[config.mk]
export PLATFORM = sky130hd
export DESIGN_NAME = hsb_tx_seq
export DESIGN_NICKNAME = d
export VERILOG_FILES = /design/src/rtl/hsb_pkg.sv /design/src/rtl/hsb_timer.sv /design/src/rtl/hsb_ser.sv /design/src/rtl/hsb_tx_seq.sv
export SDC_FILE = /design/constraint.sdc
export NUM_CORES = 1
export LEC_CHECK = 0
export ABC_AREA = 0
export CORE_MARGIN = 2
export CORE_UTILIZATION = 53
export DETAILED_ROUTE_END_ITERATION = 6
export PLACE_DENSITY = 0.87
export SYNTH_ARGS = -nofsm -noshare
export SYNTH_HDL_FRONTEND = slang
export SYNTH_SLANG_ARGS = --single-unit
[constraint.sdc]
create_clock -name clk -period 5.2 [get_ports clk]
set_input_delay 1.3 -clock clk [delete_from_list [all_inputs] [get_ports clk]]
set_output_delay 1.3 -clock clk [all_outputs]
set_load 0.01 [all_outputs]
[src/rtl/hsb_pkg.sv]
package hsb_pkg;
    typedef enum logic [2:0] {
        ST_STOP,
        ST_REQ,
        ST_BRIDGE,
        ST_ZERO,
        ST_SYNC,
        ST_DATA,
        ST_TRAIL,
        ST_EXIT
    } hsb_state_e;

    localparam int          BYTE_W   = 8;
    // sync byte as a shift-register image: bit 0 is sent first (0,0,0,1,1,1,0,1)
    localparam logic [7:0]  SYNC_IMG = 8'hB8;

    localparam logic [1:0]  LP_STOP   = 2'b11;
    localparam logic [1:0]  LP_HSREQ  = 2'b01;
    localparam logic [1:0]  LP_BRIDGE = 2'b00;
endpackage

[src/rtl/hsb_timer.sv]
module hsb_timer #(
    parameter int CNT_W = 8
) (
    input  logic             clk,
    input  logic             rst_n,
    input  logic             load,
    input  logic [CNT_W-1:0] load_val,
    output logic             done
);
    logic [CNT_W-1:0] cnt_q;

    always_ff @(posedge clk or negedge rst_n) begin
        if (!rst_n)            cnt_q <= '0;
        else if (load)         cnt_q <= load_val;
        else if (cnt_q != '0)  cnt_q <= cnt_q - CNT_W'(1);
    end

    assign done = (cnt_q == '0);
endmodule

[src/rtl/hsb_ser.sv]
module hsb_ser #(
    parameter int W = 8
) (
    input  logic         clk,
    input  logic         rst_n,
    input  logic         load,
    input  logic [W-1:0] load_val,
    input  logic         shift_en,
    output logic         out_bit,
    output logic         last
);
    localparam int IDX_W = (W > 1) ? $clog2(W) : 1;

    logic [W-1:0]     sr_q;
    logic [IDX_W-1:0] idx_q;

    always_ff @(posedge clk or negedge rst_n) begin
        if (!rst_n) begin
            sr_q  <= '0;
            idx_q <= '0;
        end else if (load) begin
            sr_q  <= load_val;
            idx_q <= '0;
        end else if (shift_en) begin
            sr_q  <= sr_q >> 1;
            idx_q <= idx_q + IDX_W'(1);
        end
    end

    assign out_bit = sr_q[0];
    assign last    = (idx_q == IDX_W'(W - 1));
endmodule

[src/rtl/hsb_tx_seq.sv]
module hsb_tx_seq
    import hsb_pkg::*;
#(
    parameter int CNT_W = 8
) (
    input  logic             clk,
    input  logic             rst_n,
    input  logic             hs_req,
    input  logic [CNT_W-1:0] t_lpx,
    input  logic [CNT_W-1:0] t_prep,
    input  logic [CNT_W-1:0] t_zero,
    input  logic [CNT_W-1:0] t_trail,
    input  logic [CNT_W-1:0] t_exit,
    input  logic [7:0]       byte_data,
    input  logic             byte_valid,
    output logic             byte_ready,
    output logic [1:0]       lp_line,
    output logic             hs_en,
    output logic             lp_en,
    output logic             hs_bit,
    output logic             busy
);
    hsb_state_e       state_q, state_d;
    logic             tmr_load, tmr_done;
    logic [CNT_W-1:0] tmr_val;
    logic             ser_load, ser_shift, ser_bit, ser_last;
    logic [BYTE_W-1:0] ser_val;
    logic             trail_cap, trail_q;

    hsb_timer #(.CNT_W(CNT_W)) u_tmr (
        .clk      (clk),
        .rst_n    (rst_n),
        .load     (tmr_load),
        .load_val (tmr_val),
        .done     (tmr_done)
    );

    hsb_ser #(.W(BYTE_W)) u_ser (
        .clk      (clk),
        .rst_n    (rst_n),
        .load     (ser_load),
        .load_val (ser_val),
        .shift_en (ser_shift),
        .out_bit  (ser_bit),
        .last     (ser_last)
    );

    // next state and sub-block controls
    always_comb begin
        state_d   = state_q;
        tmr_load  = 1'b0;
        tmr_val   = '0;
        ser_load  = 1'b0;
        ser_val   = byte_data;
        trail_cap = 1'b0;
        unique case (state_q)
            ST_STOP: if (hs_req) begin
                state_d  = ST_REQ;
                tmr_load = 1'b1;
                tmr_val  = t_lpx - CNT_W'(1);
            end
            ST_REQ: if (tmr_done) begin
                state_d  = ST_BRIDGE;
                tmr_load = 1'b1;
                tmr_val  = t_prep - CNT_W'(1);
            end
            ST_BRIDGE: if (tmr_done) begin
                state_d  = ST_ZERO;
                tmr_load = 1'b1;
                tmr_val  = t_zero - CNT_W'(1);
            end
            ST_ZERO: if (tmr_done) begin
                state_d  = ST_SYNC;
                ser_load = 1'b1;
                ser_val  = SYNC_IMG;
            end
            ST_SYNC, ST_DATA: if (ser_last) begin
                if (byte_valid) begin
                    state_d  = ST_DATA;
                    ser_load = 1'b1;
                end else begin
                    state_d   = ST_TRAIL;
                    trail_cap = 1'b1;
                    tmr_load  = 1'b1;
                    tmr_val   = t_trail - CNT_W'(1);
                end
            end
            ST_TRAIL: if (tmr_done) begin
                state_d  = ST_EXIT;
                tmr_load = 1'b1;
                tmr_val  = t_exit - CNT_W'(1);
            end
            ST_EXIT: if (tmr_done) state_d = ST_STOP;
            default: state_d = ST_STOP;
        endcase
    end

    assign ser_shift = (state_q == ST_SYNC) || (state_q == ST_DATA);

    // state register
    always_ff @(posedge clk or negedge rst_n) begin
        if (!rst_n) begin
            state_q <= ST_STOP;
            trail_q <= 1'b0;
        end else begin
            state_q <= state_d;
            if (trail_cap) trail_q <= ~ser_bit;
        end
    end

    // outputs
    always_comb begin
        lp_line    = LP_STOP;
        lp_en      = 1'b1;
        hs_en      = 1'b0;
        hs_bit     = 1'b0;
        byte_ready = 1'b0;
        busy       = 1'b1;
        unique case (state_q)
            ST_STOP:   busy = 1'b0;
            ST_REQ:    lp_line = LP_HSREQ;
            ST_BRIDGE: lp_line = LP_BRIDGE;
            ST_ZERO: begin
                lp_line = LP_BRIDGE;
                lp_en   = 1'b0;
                hs_en   = 1'b1;
            end
            ST_SYNC, ST_DATA: begin
                lp_line    = LP_BRIDGE;
                lp_en      = 1'b0;
                hs_en      = 1'b1;
                hs_bit     = ser_bit;
                byte_ready = ser_last;
            end
            ST_TRAIL: begin
                lp_line = LP_BRIDGE;
                lp_en   = 1'b0;
                hs_en   = 1'b1;
                hs_bit  = trail_q;
            end
            ST_EXIT:   lp_line = LP_STOP;
            default:   busy = 1'b0;
        endcase
    end
endmodule

==> impl_metrics.json <==
{
  "gp_congestion": 0.969,
  "initial_utilization": 0.540,
  "rows": 23,
  "drt_wl_total_microns": 5520,
  "synth-seq-cells": 23,
  "syn_to_final_growth_pct": 30.2,
  "fmax_mhz": 265,
  "tns_ns": 0,
  "p_leak_nw": 1.09,
  "syn_area_sq_um": 2130,
  "vias": 2162,
  "via_per_inst": 5.94,
  "diodes": 0,
  "final_nets": 376,
  "netlist_top_cells_area": "dfrtp_1 (27%), xnor2_1 (7.4%), ha_1 (5.3%), nand2_1 (4.6%), a21oi_1 (4.2%)",
  "fin_skew_ns": 0.00181,
  "grt_first_pass_wirelength_microns": 9190,
  "syn_inst": 261,
  "regArea_sq_um": 576,
  "postSynth.asyncResetShare": 1.00,
  "hold_viol": 0,
  "ys_seq_area_frac": 0.270,
  "clock_path_buffers": 2,
  "cts_tree": "built",
  "port-buffer-count": 58,
  "synth.largest_area_cell": "dfrtp_1",
  "root_buffer": "clkbuf_8",
  "dp.cells": 360,
  "drtIter0Drc": 87,
  "period_needed_ns": 3.78,
  "coreArea_sq_um": 3940,
  "tightestPinTransition_ns": 1.03,
  "cts_resized": 0,
  "clock_sinks": 23,
  "path_class": "flip-flop to output port",
  "ios": 59,
  "p_per_area_nw_per_um2": 382,
  "yosysMostFrequentCell": "nand2_1",
  "cts_setup_buffers": 0,
  "start_kind": "flip-flop",
  "syn_nets": 322,
  "antenna_found_initial": 0,
  "cap_violations": 0,
  "drv_slew": 0,
  "p_total_mw": 1.06,
  "period_share": 0.727,
  "fp.dieH_microns": 67.4,
  "synth_warnings": 0,
  "synthTopCellsByCount": "nand2_1 (26), dfrtp_1 (23), a21oi_1 (18), nor2_1 (18), xnor2_1 (18)",
  "clk_pin_slew_ns": 0.08,
  "cp-end-kind": "output port",
  "hold_path.class": "flip-flop to flip-flop",
  "routedWlPerCell_microns": 15.2,
  "rsz0062_at_grt": "false",
  "hpwl_microns": 4470,
  "critPathMaxFanout": 24,
  "clock_latency_ns": 0.27,
  "dieWidth_microns": 67.4,
  "grtUsageTotal": 0.267,
  "synth_enable_flop_cells": 0,
  "first_global_vias": 2037,
  "htree_levels": 1,
  "synth_ff_type": "dfrtp_1",
  "ant_nets": 0,
  "max-slew-margin-rel": 0.310,
  "fillers": 313,
  "drt-pass1-iter-count": 4,
  "die_area_sq_um": 4540,
  "drive_above_1_share": 0.0382,
  "synth_top_area_share": 0.270,
  "cts_buffers": 3,
  "cts-hold-fix-buffers": 0,
  "status": "complete, no violations",
  "required_ns": 3.90,
  "multi_input_area_sq_um": 1440,
  "overflow": 0,
  "instances_no_fill": 364,
  "setup_viol": 0,
  "cp_data_arrival_time_ns": 2.48,
  "ir_worst_vdd_mv": 0.286,
  "grt_max_degree": 25,
  "drc_errors": 0,
  "syn_avg_cell_area_sq_um": 8.15,
  "synth_cell_types": 53
}
==> cell families after synthesis <==
group	Yosys count	share of synthesized area
AO/OA/AOI/OAI	79	0.253
XOR/XNOR	27	0.111
adder cells (fa/ha/maj)	9	0.0529
buffers and inverters	26	0.0511
flip-flops	23	0.270
multiplexers	2	0.00941
AND/OR/NAND/NOR	95	0.252
==> stage by stage <==
stage,hold WS (ns),area (sq um),util,setup WS [ns]
floorplan,0.450,2130,-,2.46
global placement,0.478,2730,0.692,1.77
detailed placement,0.483,2730,0.692,1.72
CTS,0.506,2770,0.703,1.43
global route,0.519,2770,0.703,1.17
finish,0.497,2770,0.703,1.42
==> registers in the layout, indices dropped and copies added (netlist names) <==
name         count
trail_q          1
u_ser.sr_q       8
u_tmr.cnt_q      8
state_q          3
u_ser.idx_q      3
==> cell usage in the layout (no fill, tap or decap), drive strengths merged, types with 5 or more instances in the layout <==
cell / n
a21oi: 18
a2bb2oi: 5
clkdlybuf4s50: 58
dfrtp: 23
ha: 9
inv: 17
nand2: 26
nand2b: 5
nor2: 18
nor4: 5
o21ai: 16
o22ai: 6
o31ai: 9
or3: 11
or4: 9
xnor2: 18
xor2: 9
==> path summary, 6_finish.rpt <==
| check | startpoint | endpoint | slack, ns | cells past startpoint |
|---|---|---|---|---|
| setup / recovery | state_q[2] | byte_ready | 1.42 | 4 |
| hold / removal | u_ser.sr_q[3] | u_ser.sr_q[3] | 0.50 | 1 |
| setup reg to reg | state_q[2] | u_tmr.cnt_q[3] | 2.72 | 5 |
| hold reg to reg | u_ser.sr_q[3] | u_ser.sr_q[3] | 0.50 | 1 |
| max in group asynchronous | rst_n | u_tmr.cnt_q[2] | 2.99 | 1 |
| min in group asynchronous | rst_n | u_ser.sr_q[4] | 1.59 | 1 |
==> layout make-up <==
type	instances	area share
flip-flops and latches	23	0.208
repair buffers	58	0.209
multi-input cells	212	0.521
inverters	17	0.0230
well taps	50	0.0226
clock buffers	4	0.0163
==> worst max-delay path, stage by stage, from the launching register on <==
cell and delay, ns:
dfrtp_1 0.77, nor2b_1 0.62, nand2_1 0.19, inv_1 0.09, clkdlybuf4s50_1 0.53
==> per-layer routing <==
layer / part of all wire / vias to the layer above / global-route usage
met5: 0 / - / 0
met3: 0.045 / 10 / 0.0350
met1: 0.44 / 1016 / 0.359
li1: - / 1069 / -
met4: 0.019 / 0 / 0.0842
met2: 0.49 / 67 / 0.443
==> where the power goes <==
group / switching (mW) / internal [mW] / total [mW]
registers: 0.105 / 0.265 / 0.370
logic: 0.274 / 0.300 / 0.574
clock network: 0.0588 / 0.0548 / 0.114
No activity file was read; power rests on OpenSTA's default activity.
